**config.mk**
```make
export PLATFORM = sky130hd
export DESIGN_NAME = dma_reg_hub
export DESIGN_NICKNAME = d
export VERILOG_FILES = /design/src/rtl/dma_reg_pkg.sv /design/src/rtl/dma_masked_fields.sv /design/src/rtl/dma_run_ctl.sv /design/src/rtl/dma_evt_status.sv /design/src/rtl/dma_reg_hub.sv
export SDC_FILE = /design/constraint.sdc
export NUM_CORES = 1
export LEC_CHECK = 0
export BUFFER_PORTS_ARGS = -buffer_cell sky130_fd_sc_hd__buf_2
export CORE_ASPECT_RATIO = 1.25
export CORE_MARGIN = 8
export CORE_UTILIZATION = 30
export CTS_CLUSTER_DIAMETER = 60
export DETAILED_ROUTE_END_ITERATION = 6
export PLACE_DENSITY = 0.56
export SLEW_MARGIN = 15
export SYNTH_ARGS = -nofsm -noshare
export SYNTH_HDL_FRONTEND = slang
export SYNTH_SLANG_ARGS = --single-unit
```
**constraint.sdc**
```tcl
create_clock -name clk -period 4.1 [get_ports clk]
set_input_delay 0.205 -clock clk [delete_from_list [all_inputs] [get_ports clk]]
set_output_delay 0.205 -clock clk [all_outputs]
set_load 0.02 [all_outputs]
```
**src/rtl/dma_reg_pkg.sv**
```systemverilog
// Package: shared address map and field layout of the DMA register hub.
// Assumes at most 16 channels so mask bits fit above bit 16.
package dma_reg_pkg;
    localparam int unsigned MASK_LSB  = 16;
    localparam int unsigned ADR_RUN   = 0;
    localparam int unsigned ADR_STAT  = 1;
    localparam int unsigned ADR_POL   = 2;
    localparam int unsigned ADR_IEN   = 3;
    localparam int unsigned ADR_CTRL0 = 4;
    localparam int unsigned ST_DONE   = 0;
    localparam int unsigned ST_TC     = 1;
    localparam int unsigned ST_ERR    = 2;
    localparam int unsigned ST_STRIDE = 4;
endpackage

```
**src/rtl/dma_masked_fields.sv**
```systemverilog
// Module: bank of NUM_F fields of FW bits, each updated only when its own
// mask bit accompanies a write. Assumes one write per cycle at most.
module dma_masked_fields #(
    parameter int unsigned NUM_F = 4,
    parameter int unsigned FW    = 4
) (
    input  logic                  clk,
    input  logic                  rst_n,
    input  logic                  wr,
    input  logic [NUM_F*FW-1:0]   val,
    input  logic [NUM_F-1:0]      msk,
    output logic [NUM_F*FW-1:0]   q
);
    for (genvar f = 0; f < NUM_F; f++) begin : g_fld
        // Holds field f; replaced only on a write that selects it.
        always_ff @(posedge clk) begin
            if (!rst_n)
                q[f*FW +: FW] <= '0;
            else if (wr && msk[f])
                q[f*FW +: FW] <= val[f*FW +: FW];
        end
    end
endmodule

```
**src/rtl/dma_run_ctl.sv**
```systemverilog
// Module: per-channel run enables. A masked write sets or clears a channel;
// a stop event ends the run unless a masked write to that channel coincides.
module dma_run_ctl #(
    parameter int unsigned NUM_CH = 4
) (
    input  logic              clk,
    input  logic              rst_n,
    input  logic              wr,
    input  logic [NUM_CH-1:0] val,
    input  logic [NUM_CH-1:0] msk,
    input  logic [NUM_CH-1:0] stop_evt,
    output logic [NUM_CH-1:0] run
);
    for (genvar c = 0; c < NUM_CH; c++) begin : g_ch
        // Run state of channel c: write has priority over self-clear.
        always_ff @(posedge clk) begin
            if (!rst_n)
                run[c] <= 1'b0;
            else if (wr && msk[c])
                run[c] <= val[c];
            else if (stop_evt[c])
                run[c] <= 1'b0;
        end
    end
endmodule

```
**src/rtl/dma_evt_status.sv**
```systemverilog
// Module: per-channel sticky event flags with write-one-to-clear.
// A same-cycle event beats a clear. Output uses the package stride layout.
module dma_evt_status #(
    parameter int unsigned NUM_CH = 4,
    parameter int unsigned STRIDE = 4
) (
    input  logic                     clk,
    input  logic                     rst_n,
    input  logic [NUM_CH-1:0]        clr_done,
    input  logic [NUM_CH-1:0]        clr_tc,
    input  logic [NUM_CH-1:0]        clr_err,
    input  logic [NUM_CH-1:0]        evt_done,
    input  logic [NUM_CH-1:0]        evt_tc,
    input  logic [NUM_CH-1:0]        evt_err,
    output logic [NUM_CH*STRIDE-1:0] stat
);
    import dma_reg_pkg::*;
    logic [NUM_CH-1:0] done_q, tc_q, err_q;

    // Sticky flags: keep unless cleared, then OR in new events.
    always_ff @(posedge clk) begin
        if (!rst_n) begin
            done_q <= '0;
            tc_q   <= '0;
            err_q  <= '0;
        end else begin
            done_q <= (done_q & ~clr_done) | evt_done;
            tc_q   <= (tc_q   & ~clr_tc)   | evt_tc;
            err_q  <= (err_q  & ~clr_err)  | evt_err;
        end
    end

    for (genvar c = 0; c < NUM_CH; c++) begin : g_lay
        // Place channel c flags in its status slot; unused bits read zero.
        always_comb begin
            stat[c*STRIDE +: STRIDE]   = '0;
            stat[c*STRIDE + ST_DONE]   = done_q[c];
            stat[c*STRIDE + ST_TC]     = tc_q[c];
            stat[c*STRIDE + ST_ERR]    = err_q[c];
        end
    end
endmodule

```
**src/rtl/dma_reg_hub.sv**
```systemverilog
// Module: top of the DMA register hub. Decodes the register bus, holds the
// per-channel control words, builds read data and the combined interrupt.
// Assumes NUM_CH*POL_W <= 16, NUM_CH*4 <= 16, CTRL_W <= DATA_W, and enough
// address bits for 4+NUM_CH registers.
module dma_reg_hub #(
    parameter int unsigned NUM_CH = 4,
    parameter int unsigned POL_W  = 4,
    parameter int unsigned CTRL_W = 32,
    parameter int unsigned ADDR_W = 4,
    parameter int unsigned DATA_W = 32
) (
    input  logic                     clk,
    input  logic                     rst_n,
    input  logic [ADDR_W-1:0]        reg_addr,
    input  logic [DATA_W-1:0]        reg_wdata,
    input  logic                     reg_wr,
    output logic [DATA_W-1:0]        reg_rdata,
    input  logic [NUM_CH-1:0]        evt_done,
    input  logic [NUM_CH-1:0]        evt_tc,
    input  logic [NUM_CH-1:0]        evt_err,
    output logic [NUM_CH-1:0]        run_en,
    output logic [NUM_CH*POL_W-1:0]  chan_pol,
    output logic [NUM_CH*CTRL_W-1:0] chan_ctrl,
    output logic                     irq
);
    import dma_reg_pkg::*;
    localparam int unsigned STAT_W = NUM_CH * ST_STRIDE;

    logic               sel_run, sel_stat, sel_pol, sel_ien;
    logic [NUM_CH-1:0]  wmask;
    logic [NUM_CH-1:0]  clr_done, clr_tc, clr_err;
    logic [STAT_W-1:0]  stat_q;
    logic [NUM_CH-1:0]  ien_q;
    logic [NUM_CH-1:0]  irq_src;
    logic [CTRL_W-1:0]  ctrl_q [NUM_CH];

    // Address decode for the shared registers.
    assign sel_run  = (reg_addr == ADDR_W'(ADR_RUN));
    assign sel_stat = (reg_addr == ADDR_W'(ADR_STAT));
    assign sel_pol  = (reg_addr == ADDR_W'(ADR_POL));
    assign sel_ien  = (reg_addr == ADDR_W'(ADR_IEN));
    assign wmask    = reg_wdata[MASK_LSB +: NUM_CH];

    // Per-channel clear strobes taken from the status write data.
    always_comb begin
        for (int c = 0; c < NUM_CH; c++) begin
            clr_done[c] = reg_wr && sel_stat && reg_wdata[c*ST_STRIDE + ST_DONE];
            clr_tc[c]   = reg_wr && sel_stat && reg_wdata[c*ST_STRIDE + ST_TC];
            clr_err[c]  = reg_wr && sel_stat && reg_wdata[c*ST_STRIDE + ST_ERR];
        end
    end

    dma_run_ctl #(.NUM_CH(NUM_CH)) u_run (
        .clk      (clk),
        .rst_n    (rst_n),
        .wr       (reg_wr && sel_run),
        .val      (reg_wdata[NUM_CH-1:0]),
        .msk      (wmask),
        .stop_evt (evt_done | evt_err),
        .run      (run_en)
    );

    dma_evt_status #(.NUM_CH(NUM_CH), .STRIDE(ST_STRIDE)) u_stat (
        .clk      (clk),
        .rst_n    (rst_n),
        .clr_done (clr_done),
        .clr_tc   (clr_tc),
        .clr_err  (clr_err),
        .evt_done (evt_done),
        .evt_tc   (evt_tc),
        .evt_err  (evt_err),
        .stat     (stat_q)
    );

    dma_masked_fields #(.NUM_F(NUM_CH), .FW(POL_W)) u_pol (
        .clk   (clk),
        .rst_n (rst_n),
        .wr    (reg_wr && sel_pol),
        .val   (reg_wdata[NUM_CH*POL_W-1:0]),
        .msk   (wmask),
        .q     (chan_pol)
    );

    dma_masked_fields #(.NUM_F(NUM_CH), .FW(1)) u_ien (
        .clk   (clk),
        .rst_n (rst_n),
        .wr    (reg_wr && sel_ien),
        .val   (reg_wdata[NUM_CH-1:0]),
        .msk   (wmask),
        .q     (ien_q)
    );

    // Control words: plain full-width registers, one address each.
    always_ff @(posedge clk) begin
        for (int c = 0; c < NUM_CH; c++) begin
            if (!rst_n)
                ctrl_q[c] <= '0;
            else if (reg_wr && reg_addr == ADDR_W'(ADR_CTRL0 + c))
                ctrl_q[c] <= reg_wdata[CTRL_W-1:0];
        end
    end

    // Flatten control words onto the output bus.
    always_comb begin
        for (int c = 0; c < NUM_CH; c++)
            chan_ctrl[c*CTRL_W +: CTRL_W] = ctrl_q[c];
    end

    // Interrupt: any pending status bit of an enabled channel.
    always_comb begin
        for (int c = 0; c < NUM_CH; c++)
            irq_src[c] = ien_q[c] && (|stat_q[c*ST_STRIDE +: ST_STRIDE]);
    end
    assign irq = |irq_src;

    // Read mux; mask positions and unmapped addresses read zero.
    always_comb begin
        reg_rdata = '0;
        if (sel_run)
            reg_rdata = DATA_W'(run_en);
        else if (sel_stat)
            reg_rdata = DATA_W'(stat_q);
        else if (sel_pol)
            reg_rdata = DATA_W'(chan_pol);
        else if (sel_ien)
            reg_rdata = DATA_W'(ien_q);
        else begin
            for (int c = 0; c < NUM_CH; c++)
                if (reg_addr == ADDR_W'(ADR_CTRL0 + c))
                    reg_rdata = DATA_W'(ctrl_q[c]);
        end
    end
endmodule

```
==> results of run 1 <==
## through the flow
| step | hold WS (ns) | utilization | setup WS, ns |
|---|---|---|---|
| 2_1_floorplan | 0.3288 | - | 0.4731 |
| 3_3_place_gp | 0.4163 | 0.3632 | 1.486 |
| 3_5_place_dp | 0.4261 | 0.3632 | 1.468 |
| 4_1_cts | 0.002921 | 0.3871 | 1.588 |
| 5_1_grt | 0.007091 | 0.3872 | 1.441 |
| 6_report | 0.02328 | 0.3873 | 1.545 |
## power by group
part           switching (W)  internal [W]
clock               0.000688      0.000843
combinational       0.000338      0.000180
sequential         0.0000588       0.00188
total                0.00108       0.00290
## area by class of cell
cell class / instances / area (um^2)
fillers: 2455 / 15500
flip-flops and latches: 164 / 4564
multi-input cells: 390 / 2945
repair buffers: 248 / 1296
clock buffers: 18 / 429.2
well taps: 335 / 419.2
clock inverters: 14 / 126.4
inverters: 3 / 11.26
diodes: 2 / 5.005
## worst register-to-register path, delay by kind of cell, from the launching register on
kind            cells  cell delay, ns
flops               1            0.38
compound gates      2            0.43
## layout by cell type (no fill, tap or decap), drive strengths merged, types with 3 or more instances in the layout
master | synthesis | final
a2bb2oi | 8 | 8
edfxtp | 128 | 128
mux4 | 17 | 17
nand2b | 6 | 6
clkbuf | 14 | 18
o221ai | 6 | 6
and2 | 147 | 147
o31ai | 4 | 4
nand4 | 9 | 9
clkinv | 0 | 7
mux2i | 33 | 33
o21a | 12 | 12
nor2b | 23 | 23
a21boi | 17 | 17
mux2 | 4 | 4
nand2 | 16 | 16
dlygate4sd3 | 0 | 5
nor2 | 14 | 14
o21ai | 10 | 10
nand3 | 13 | 13
o2bb2ai | 8 | 8
nand3b | 3 | 3
buf | 29 | 243
dfxtp | 36 | 36
inv | 3 | 8
a21oi | 13 | 13
a22oi | 16 | 16
## state kept, by name, indices dropped and copies added, names as in the netlist
signal / flops
ctrl_q: 128
u_pol.q: 16
u_ien.q: 4
u_run.run: 4
u_stat.done_q: 4
u_stat.err_q: 4
u_stat.tc_q: 4
## worst min path at each step
stage | depth (start not counted) | start | endpoint
6_report | 2 | evt_done[0] | u_stat.done_q[0]
4_1_cts | 2 | evt_err[2] | u_stat.err_q[2]
5_1_grt | 2 | evt_done[0] | u_stat.done_q[0]
3_5_place_dp | 2 | evt_tc[1] | u_stat.tc_q[1]
2_1_floorplan | 1 | evt_done[0] | u_stat.done_q[0]
3_3_place_gp | 2 | evt_tc[1] | u_stat.tc_q[1]
## layer usage
layer	up-vias	global-route usage	part of all wire
li1	2639	-	-
met1	2752	0.1868	0.40
met2	215	0.2852	0.51
met3	26	0.04524	0.069
met4	2	0.05705	0.019
met5	-	0	0.00039
## cell families (layout without fill, tap and decap cells)
family,count (synthesis),count (layout),share of synthesized area
flip-flops,164,164,0.5916
AND/OR/NAND/NOR,237,237,0.1847
buffers and inverters,46,283,0.03276
multiplexers,54,54,0.09828
other,0,2,0
AO/OA/AOI/OAI,99,99,0.09261
## repair_timing
action	in CTS	in global routing
endpoints found under the setup margin	0	0
hold endpoints to repair	5	0
resized for setup	0	0
hold buffers	5	0
==> run_results.csv, run 1 <==
group,metric,value,unit
synth,synth-main-ff-cell,"sky130_fd_sc_hd__edfxtp_1",
synth,synth.yosys.warnings,0,
placed_design,placed_cells_incl_taps,1135,
clock_tree,cts_max_path_buffers,2,
global_route,grt_pass1_vias,5930,
route,drt-total-wl,25520,um
synth,synth_async_sr_flop_share,0,
clock_tree,cts_post_setup_buffers_inserted,0,
synth,synth.lib_cells_used.distinct,41,
synth,synth_largest_area_cell,"sky130_fd_sc_hd__edfxtp_1",
finish,final-instance-count-excl-fill,1174,
worst_setup_path,crit_chain,"buf_2 -> and2b_1 -> a22oi_1 -> a2bb2oi_1 -> a21oi_1 -> buf_2",
timing,setup_tns_final,0,ns
synth,synth.most_common_cell,"sky130_fd_sc_hd__and2_1",
timing,setup-violations-final,0,
route,avgRoutedWirePerCell,21.74,um
floorplanning,chip_height,195.3,um
timing,post-route-min-period,2.555,ns
route,dr.first_iter.drc_count,331,
clock_tree,tritoncts.num_buffers,17,
timing,tightest_slew,0.9619,ns
worst_setup_path,critPathTopFamily,"simple AND/OR/NAND/NOR gates",
route,drc_errors,0,
pwr,p_per_area,407.0,nW/um^2
clock_tree,clock-sinks,164,
worst_setup_path,r2r_slack,3.24,ns
worst_setup_path,critPathMostFrequentCell,"sky130_fd_sc_hd__buf_2",
placed_design,numPortBuffers,231,
pwr,total_power,0.003987,W
floorplanning,initial_utilization,0.3050,
clock_tree,tritoncts,"built",
clock_tree,h-tree-depth,4,
synth,postSynthNetCount,651,
route,route.detailed.vias_per_inst,4.799,
timing,fmax,391.3,MHz
synth,synthesis.area_per_instance,12.86,um^2
synth,syn_inst,600,
worst_setup_path,crit_cells,6,
placed_design,post-dp-hpwl,19000,um
placed_design,place.gp.congestion,0.7764,
pwr,vdd_drop_max,0.2352,mV
floorplanning,std_cell_rows,65,
worst_setup_path,cp_max_fo,30,
synth,syn_area,7715,um^2
timing,final-hold-violation-count,0,
finish,nets,875,
worst_setup_path,critPathMaxStageDelay,0.94,ns
timing,finClkSkew,0,ns
finish,area_growth,26.99,%
floorplanning,top_level_ports,232,
global_route,grt.total_usage,0.1625,
worst_setup_path,r2r_end,"u_stat.err_q[2]",
finish,drive_above_1_share,0.3680,
synth,synth-seq-cells,164,
route,firstDrtPassIters,4,
worst_setup_path,critPathCaptureType,"primary output",
synth,synthTopCellsByCount,"146 x sky130_fd_sc_hd__and2_1, 128 x sky130_fd_sc_hd__edfxtp_1, 36 x sky130_fd_sc_hd__dfxtp_1, 33 x sky130_fd_sc_hd__mux2i_1, 23 x sky130_fd_sc_hd__nor2b_1",
finish,postLayoutCellArea,9797,um^2
global_route,grt.overflow.total,0,
worst_setup_path,crit_type,"in2out",
floorplanning,die-area,31140,um^2
global_route,grt_antenna_before_repair,2,
synth,ys_seq_area_frac,0.5916,
worst_setup_path,timing.critical_path.from,"reg_addr[1]",
timing,timing.final.crit_share,0.6232,
worst_setup_path,ff2ff_path_depth,2,
synth,synth_top_area_share,0.4982,
worst_setup_path,worst_path_max_delay_cell,"sky130_fd_sc_hd__and2b_1",
floorplanning,die-width,159.4,um
worst_setup_path,critical_path.endpoint,"reg_rdata[9]",
worst_setup_path,r2r_start,"u_stat.err_q[2]",
global_route,grt_start_max_net_pins,42,
global_route,wire_length_of_the_first_global_routing_pass,38270,um
timing,finalMaxSlewViolations,0,
clock_tree,cts_root_buf,"sky130_fd_sc_hd__clkbuf_16",
worst_setup_path,start_kind,"primary input",
clock_tree,clkTransAtPathRegs,0.07,ns
status,run_status,"completed",
worst_hold_path,min-delay-path-class,"in2reg",
worst_setup_path,cp_data_required_time,3.89,ns
timing,rsz_0062_raised_after_global_routing,"false",
timing,relSlewSlack,0.3587,
floorplanning,placeableCoreArea,25290,um^2
clock_tree,worstSkewPairLatency,0.43,ns
route,vias,5634,
route,detail-route-antenna-nets,0,
worst_setup_path,cp_num_buf_inv,2,
pwr,cellLeakagePower,4.048,nW
synth,synth_top_cells_by_area,"sky130_fd_sc_hd__edfxtp_1 50%, sky130_fd_sc_hd__and2_1 12%, sky130_fd_sc_hd__dfxtp_1 9.3%",
job,maxCapViolCount,0,
worst_setup_path,arrival_time_reported_for_the_critical_path_endpoint,2.35,ns
synth,synth-edff-count,128,
placed_design,dpl-instance-area,9186,um^2
Power figures use the tool's default switching activity.
==> run 2, diff against run 1 <==
- PLACE_DENSITY: 0.56 -> 0.58
- clock period: 4.1 -> 2.24 ns (I/O delays scaled with it)
==> run 2 against run 1 <==
Net effect: hold slack worse by 0.0090 ns; die area is the same; worst setup slack worse by 1.2 ns; first-iteration DRC count is 11% lower; sequential power up 82%; clock skew did not move; non-clock buffer count up 33; power grew 89%; core utilization up 1.4 points; global-route usage is 0.24 points lower; sequential cell count did not move; largest cell class unchanged.
==> run_results.csv, run 2 (synthesized netlist as in run 1, its figures left out) <==
group,metric,value,unit
floorplanning,die-width,159.4,um
placed_design,post-dp-hpwl,19070,um
worst_setup_path,timing.critical_path.from,"ctrl_q[1][14]",
clock_tree,clkTransAtPathRegs,0.07,ns
clock_tree,cts_post_setup_buffers_inserted,0,
finish,final_common_cell,"sky130_fd_sc_hd__buf_2",
finish,layout_top_registers,"ctrl_q (128), u_pol.q (16)",
floorplanning,std_cell_rows,65,
worst_setup_path,critical_path.endpoint,"reg_rdata[14]",
finish,area_growth,31.59,%
worst_setup_path,critPathCaptureType,"primary output",
global_route,grt.overflow.total,0,
floorplanning,die-area,31140,um^2
clock_tree,cts_root_buf,"sky130_fd_sc_hd__clkbuf_16",
pwr,total_power,0.007527,W
finish,largest_register_ff_count,128,
clock_tree,tritoncts.num_buffers,17,
worst_setup_path,start_kind,"flip-flop",
pwr,p_int,0.005491,W
pwr,p_per_area,741.4,nW/um^2
pwr,netSwitchingFraction,0.2704,
timing,post-route-min-period,1.938,ns
clock_tree,cts_max_path_buffers,2,
timing,finalMaxSlewViolations,0,
placed_design,place.gp.congestion,0.7959,
pwr,clock_power_share,0.397,
status,run_status,"completed",
global_route,grt_antenna_before_repair,0,
route,dr.first_iter.drc_count,293,
finish,nets,908,
worst_setup_path,cp_max_fo,2,
finish,top_register,"ctrl_q",
timing,relSlewSlack,0.6141,
timing,rsz_0062_raised_after_global_routing,"false",
finish,mostFrequentLayoutCells,"231 x sky130_fd_sc_hd__buf_2, 146 x sky130_fd_sc_hd__and2_1, 128 x sky130_fd_sc_hd__edfxtp_1",
worst_setup_path,ff2ff_path_depth,2,
finish,postLayoutCellArea,10150,um^2
floorplanning,chip_height,195.3,um
worst_setup_path,critPathTopFamily,"simple AND/OR/NAND/NOR gates",
clock_tree,worstSkewPairLatency,0.42,ns
global_route,grt.total_usage,0.1601,
route,avgRoutedWirePerCell,20.89,um
pwr,vdd_drop_max,0.5081,mV
worst_setup_path,arrival_time_reported_for_the_critical_path_endpoint,1.83,ns
route,drt-total-wl,25170,um
route,detail-route-antenna-nets,0,
global_route,wire_length_of_the_first_global_routing_pass,38180,um
timing,setup-violations-final,0,
worst_setup_path,crit_chain,"mux4_2 -> nor2b_1 -> nor3_1 -> buf_2",
floorplanning,initial_utilization,0.3050,
placed_design,detailedPlace.worstSlack,0.3955,ns
worst_setup_path,worst_path_max_delay_cell,"sky130_fd_sc_hd__nor3_1",
pwr,switching_power,0.002035,W
worst_setup_path,r2r_end,"u_stat.err_q[2]",
timing,finClkSkew,0,ns
global_route,grt_pass1_vias,6105,
route,drc_errors,0,
placed_design,numPortBuffers,231,
clock_tree,h-tree-depth,4,
timing,fmax,516.0,MHz
pwr,power_frac_comb,0.132,
worst_setup_path,r2r_slack,1.46,ns
finish,postLayoutCoreUtil,0.4014,
route,route.detailed.vias_per_inst,4.755,
worst_setup_path,crit_cells,4,
worst_setup_path,critPathMaxStageDelay,0.42,ns
clock_tree,tritoncts,"built",
finish,diodes,0,
pwr,cellLeakagePower,4.228,nW
placed_design,dpl-instance-area,9359,um^2
global_route,grt_start_max_net_pins,32,
worst_setup_path,cp_data_required_time,2.13,ns
route,vias,5730,
route,firstDrtPassIters,4,
clock_tree,clock-sinks,164,
worst_setup_path,cp_num_buf_inv,1,
floorplanning,top_level_ports,232,
finish,fillCellCount,2398,
job,maxCapViolCount,0,
worst_hold_path,min-delay-path-class,"in2reg",
timing,final-hold-violation-count,0,
timing,fin_worst_hold_slack,0.01432,ns
timing,layout_setup_ws,0.3022,ns
worst_setup_path,crit_type,"reg2out",
worst_setup_path,r2r_start,"u_stat.err_q[2]",
timing,tightest_slew,0.5782,ns
floorplanning,placeableCoreArea,25290,um^2
pwr,p_seq_frac,0.471,
finish,drive_above_1_share,0.3759,
timing,timing.final.crit_share,0.8651,
run 2: changes by cell type in the layout (fill, tap and decap cells not counted):
cell / previous run / this run
sky130_fd_sc_hd__buf_4: 12 / 27
sky130_fd_sc_hd__buf_12: 0 / 3
sky130_fd_sc_hd__inv_6: 4 / 5
sky130_fd_sc_hd__dlygate4sd3_1: 5 / 20
sky130_fd_sc_hd__inv_8: 1 / 3
sky130_fd_sc_hd__diode_2: 2 / 0
sky130_fd_sc_hd__clkinv_2: 3 / 1
sky130_fd_sc_hd__bufinv_16: 1 / 2
sky130_fd_sc_hd__clkinv_1: 1 / 0
sky130_fd_sc_hd__clkinvlp_4: 0 / 1
sky130_fd_sc_hd__clkinv_4: 3 / 1
run 2: metal layers:
layer,vias up,track usage,share of wire
met1,2799,0.1927,0.43
met4,0,0.04795,0.014
met3,22,0.04377,0.064
met2,198,0.2749,0.49
met5,-,0,0
li1,2711,-,-
run 2: worst min path at each step:
stage	start	to	slack, ns	cells past startpoint
2_1_floorplan	evt_done[0]	u_stat.done_q[0]	0.24	1
3_3_place_gp	evt_tc[0]	u_stat.tc_q[0]	0.32	2
3_5_place_dp	evt_tc[0]	u_stat.tc_q[0]	0.33	2
4_1_cts	reg_wdata[27]	ctrl_q[1][27]	0.002	2
5_1_grt	reg_wdata[30]	ctrl_q[0][30]	0.005	2
6_report	reg_wdata[30]	ctrl_q[2][30]	0.01	2
run 2: area by class of cell:
cell class,count,area [um^2],share of cell area
multi-input cells,390,2945,0.2901
flip-flops and latches,164,4564,0.4496
inverters,3,11.26,0.001109
well taps,335,419.2,0.04129
clock inverters,14,163.9,0.01614
repair buffers,281,1619,0.1595
clock buffers,18,429.2,0.04227
run 2: power by group through the flow:
stage	logic, W	clock network [W]	registers, W
5_1_grt	0.00107	0.00318	0.00356
2_1_floorplan	0.000374	0	0.00378
6_report	0.000995	0.00299	0.00354
3_3_place_gp	0.000976	0	0.00361
4_1_cts	0.00101	0.00306	0.00355
3_5_place_dp	0.000981	0	0.00361
run 2: repair_timing:
action,CTS,global route
resized for setup,0,0
hold buffers,20,0
hold endpoints to repair,41,0
run 2: stage by stage:
step	setup TNS [ns]	cells
6_report	0	1205
5_1_grt	0	1205
4_1_cts	0	1205
3_5_place_dp	0	1153
3_3_place_gp	0	1153
2_1_floorplan	-57.65	600
==> run 3, diff against run 2 <==
- CORE_ASPECT_RATIO: 1.25 -> 1.5
==> run 3 against run 2 <==
Net effect: design area rose by 0.53%; power fell by 0.88%; die area rose by 0.24%; routed wire length rose by 4.0%; sequential cell count did not move; largest cell class unchanged.
==> run_results.csv, run 3 (synthesized netlist as in run 1, its figures left out) <==
group,metric,value,unit
floorplanning,placeableCoreArea,25580,um^2
worst_setup_path,r2r_slack,1.42,ns
route,drt-total-wl,26180,um
placed_design,place.gp.congestion,0.7953,
timing,final-hold-violation-count,0,
global_route,grt.total_usage,0.1658,
worst_setup_path,start_kind,"flip-flop",
worst_setup_path,r2r_end,"u_stat.done_q[1]",
clock_tree,cts_max_path_buffers,2,
worst_setup_path,arrival_time_reported_for_the_critical_path_endpoint,1.78,ns
timing,fmax,527.6,MHz
clock_tree,cts_root_buf,"sky130_fd_sc_hd__clkbuf_16",
pwr,vdd_drop_max,0.5094,mV
timing,rsz_0062_raised_after_global_routing,"false",
finish,multi_input_area,2945,um^2
global_route,grt_pass1_vias,6172,
timing,tightest_slew,0.5925,ns
timing,post-route-min-period,1.895,ns
worst_setup_path,cp_data_required_time,2.13,ns
timing,setup-violations-final,0,
route,avgRoutedWirePerCell,21.75,um
pwr,cellLeakagePower,4.248,nW
worst_setup_path,r2r_start,"u_stat.done_q[1]",
floorplanning,std_cell_rows,72,
clock_tree,tritoncts,"built",
global_route,grt_antenna_before_repair,1,
finish,mostFrequentLayoutCells,"231 x sky130_fd_sc_hd__buf_2, 146 x sky130_fd_sc_hd__and2_1, 128 x sky130_fd_sc_hd__edfxtp_1",
worst_hold_path,hold_path_startpoint,"reg_wdata[3]",
worst_setup_path,ff2ff_path_depth,2,
worst_setup_path,critPathCaptureType,"primary output",
route,dr.first_iter.drc_count,298,
finish,diodes,0,
clock_tree,cts_resized,0,
timing,finClkSkew,0,ns
timing,relSlewSlack,0.6035,
route,drc_errors,0,
worst_hold_path,min-delay-path-class,"in2reg",
finish,ff_latch_area,4564,um^2
route,vias,5770,
worst_setup_path,timing.critical_path.from,"ctrl_q[0][2]",
timing,layout_setup_ws,0.3448,ns
timing,finalMaxSlewViolations,0,
finish,fillCellCount,2478,
clock_tree,clkTransAtPathRegs,0.07,ns
finish,area_growth,32.29,%
floorplanning,die-width,146.9,um
clock_tree,tritoncts.num_buffers,17,
floorplanning,top_level_ports,232,
worst_setup_path,crit_type,"reg2out",
finish,largest_register_ff_count,128,
clock_tree,worstSkewPairLatency,0.42,ns
finish,final_common_cell,"sky130_fd_sc_hd__buf_2",
pwr,total_power,0.007460,W
status,run_status,"completed",
worst_hold_path,endpoint_of_the_worst_hold_timing_path,"u_run.run[3]",
route,detail-route-antenna-nets,0,
placed_design,dpl-instance-area,9371,um^2
finish,layout_top_registers,"ctrl_q (128), u_pol.q (16)",
pwr,p_per_area,730.9,nW/um^2
placed_design,post-dp-hpwl,19370,um
global_route,grt_start_max_net_pins,34,
clock_tree,cts_post_setup_buffers_inserted,0,
timing,timing.final.crit_share,0.8461,
floorplanning,die-area,31210,um^2
placed_design,numPortBuffers,231,
placed_design,detailedPlace.worstSlack,0.4372,ns
worst_setup_path,worst_path_max_delay_cell,"sky130_fd_sc_hd__edfxtp_1",
clock_tree,h-tree-depth,4,
global_route,grt.overflow.total,0,
floorplanning,chip_height,212.4,um
timing,setup_tns_final,0,ns
worst_setup_path,cp_max_fo,2,
job,maxCapViolCount,0,
finish,top_register,"ctrl_q",
global_route,wire_length_of_the_first_global_routing_pass,38600,um
route,route.detailed.vias_per_inst,4.792,
worst_hold_path,min_delay_path_depth,3,
route,firstDrtPassIters,4,
clock_tree,clock-sinks,164,
floorplanning,initial_utilization,0.3015,
finish,postLayoutCellArea,10210,um^2
finish,drive_above_1_share,0.3720,
worst_setup_path,crit_chain,"mux2i_1 -> o21ai_0 -> a22oi_1 -> o221ai_1 -> buf_2",
finish,nets,909,
worst_setup_path,critPathMaxStageDelay,0.42,ns
run 3: worst max-delay path: cells and delay by family (launching register included):
family	cells	cell delay, ns
muxes	1	0.14
AOI/OAI and AO/OA	3	0.62
buffers and inverters	1	0.19
DFF	1	0.42
run 3: stage by stage:
step	hold WS, ns	util	instances
3_5_place_dp	0.3236	0.3663	1148
6_report	0.03107	0.3989	1204
2_1_floorplan	0.2358	-	600
4_1_cts	0.01452	0.3989	1204
5_1_grt	0.03963	0.3989	1204
3_3_place_gp	0.3267	0.3663	1148
run 3: power breakdown:
group	leakage [nW]	internal (W)	total, W	switching, W
Combinational	2.43	0.000377	0.00102	0.000640
Sequential	1.52	0.00344	0.00354	0.0000994
Clock	0.298	0.00168	0.00290	0.00122
run 3: worst max path at each step:
stage | cells past startpoint | slack, ns | end
3_3_place_gp | 7 | 0.43 | reg_rdata[1]
6_report | 5 | 0.34 | reg_rdata[2]
4_1_cts | 5 | 0.25 | reg_rdata[0]
3_5_place_dp | 6 | 0.44 | reg_rdata[14]
2_1_floorplan | 5 | -0.45 | ctrl_q[1][0]
5_1_grt | 5 | 0.25 | reg_rdata[2]
run 3: timing repair:
item                                    4_1_cts  5_1_grt
hold buffers                                 24        0
endpoints found under the setup margin        0        0
endpoints found under the hold margin        59        0
run 3: cell type report:
type,instances,share of cell area
repair buffers,282,0.1640
well taps,333,0.04082
flip-flops and latches,164,0.4472
multi-input cells,390,0.2886
clock inverters,8,0.005885
clock buffers,24,0.05235
inverters,3,0.001103
run 3: layer usage:
metal  wire length [um]  vias to the layer above  track usage  share of wire
li1                   -                     2709            -              -
met1              10470                     2845       0.1867           0.40
met2              13810                      187       0.2999           0.53
met3               1370                       29      0.03727          0.052
met4                535                        0      0.06246          0.020
met5                  0                        -            0              0
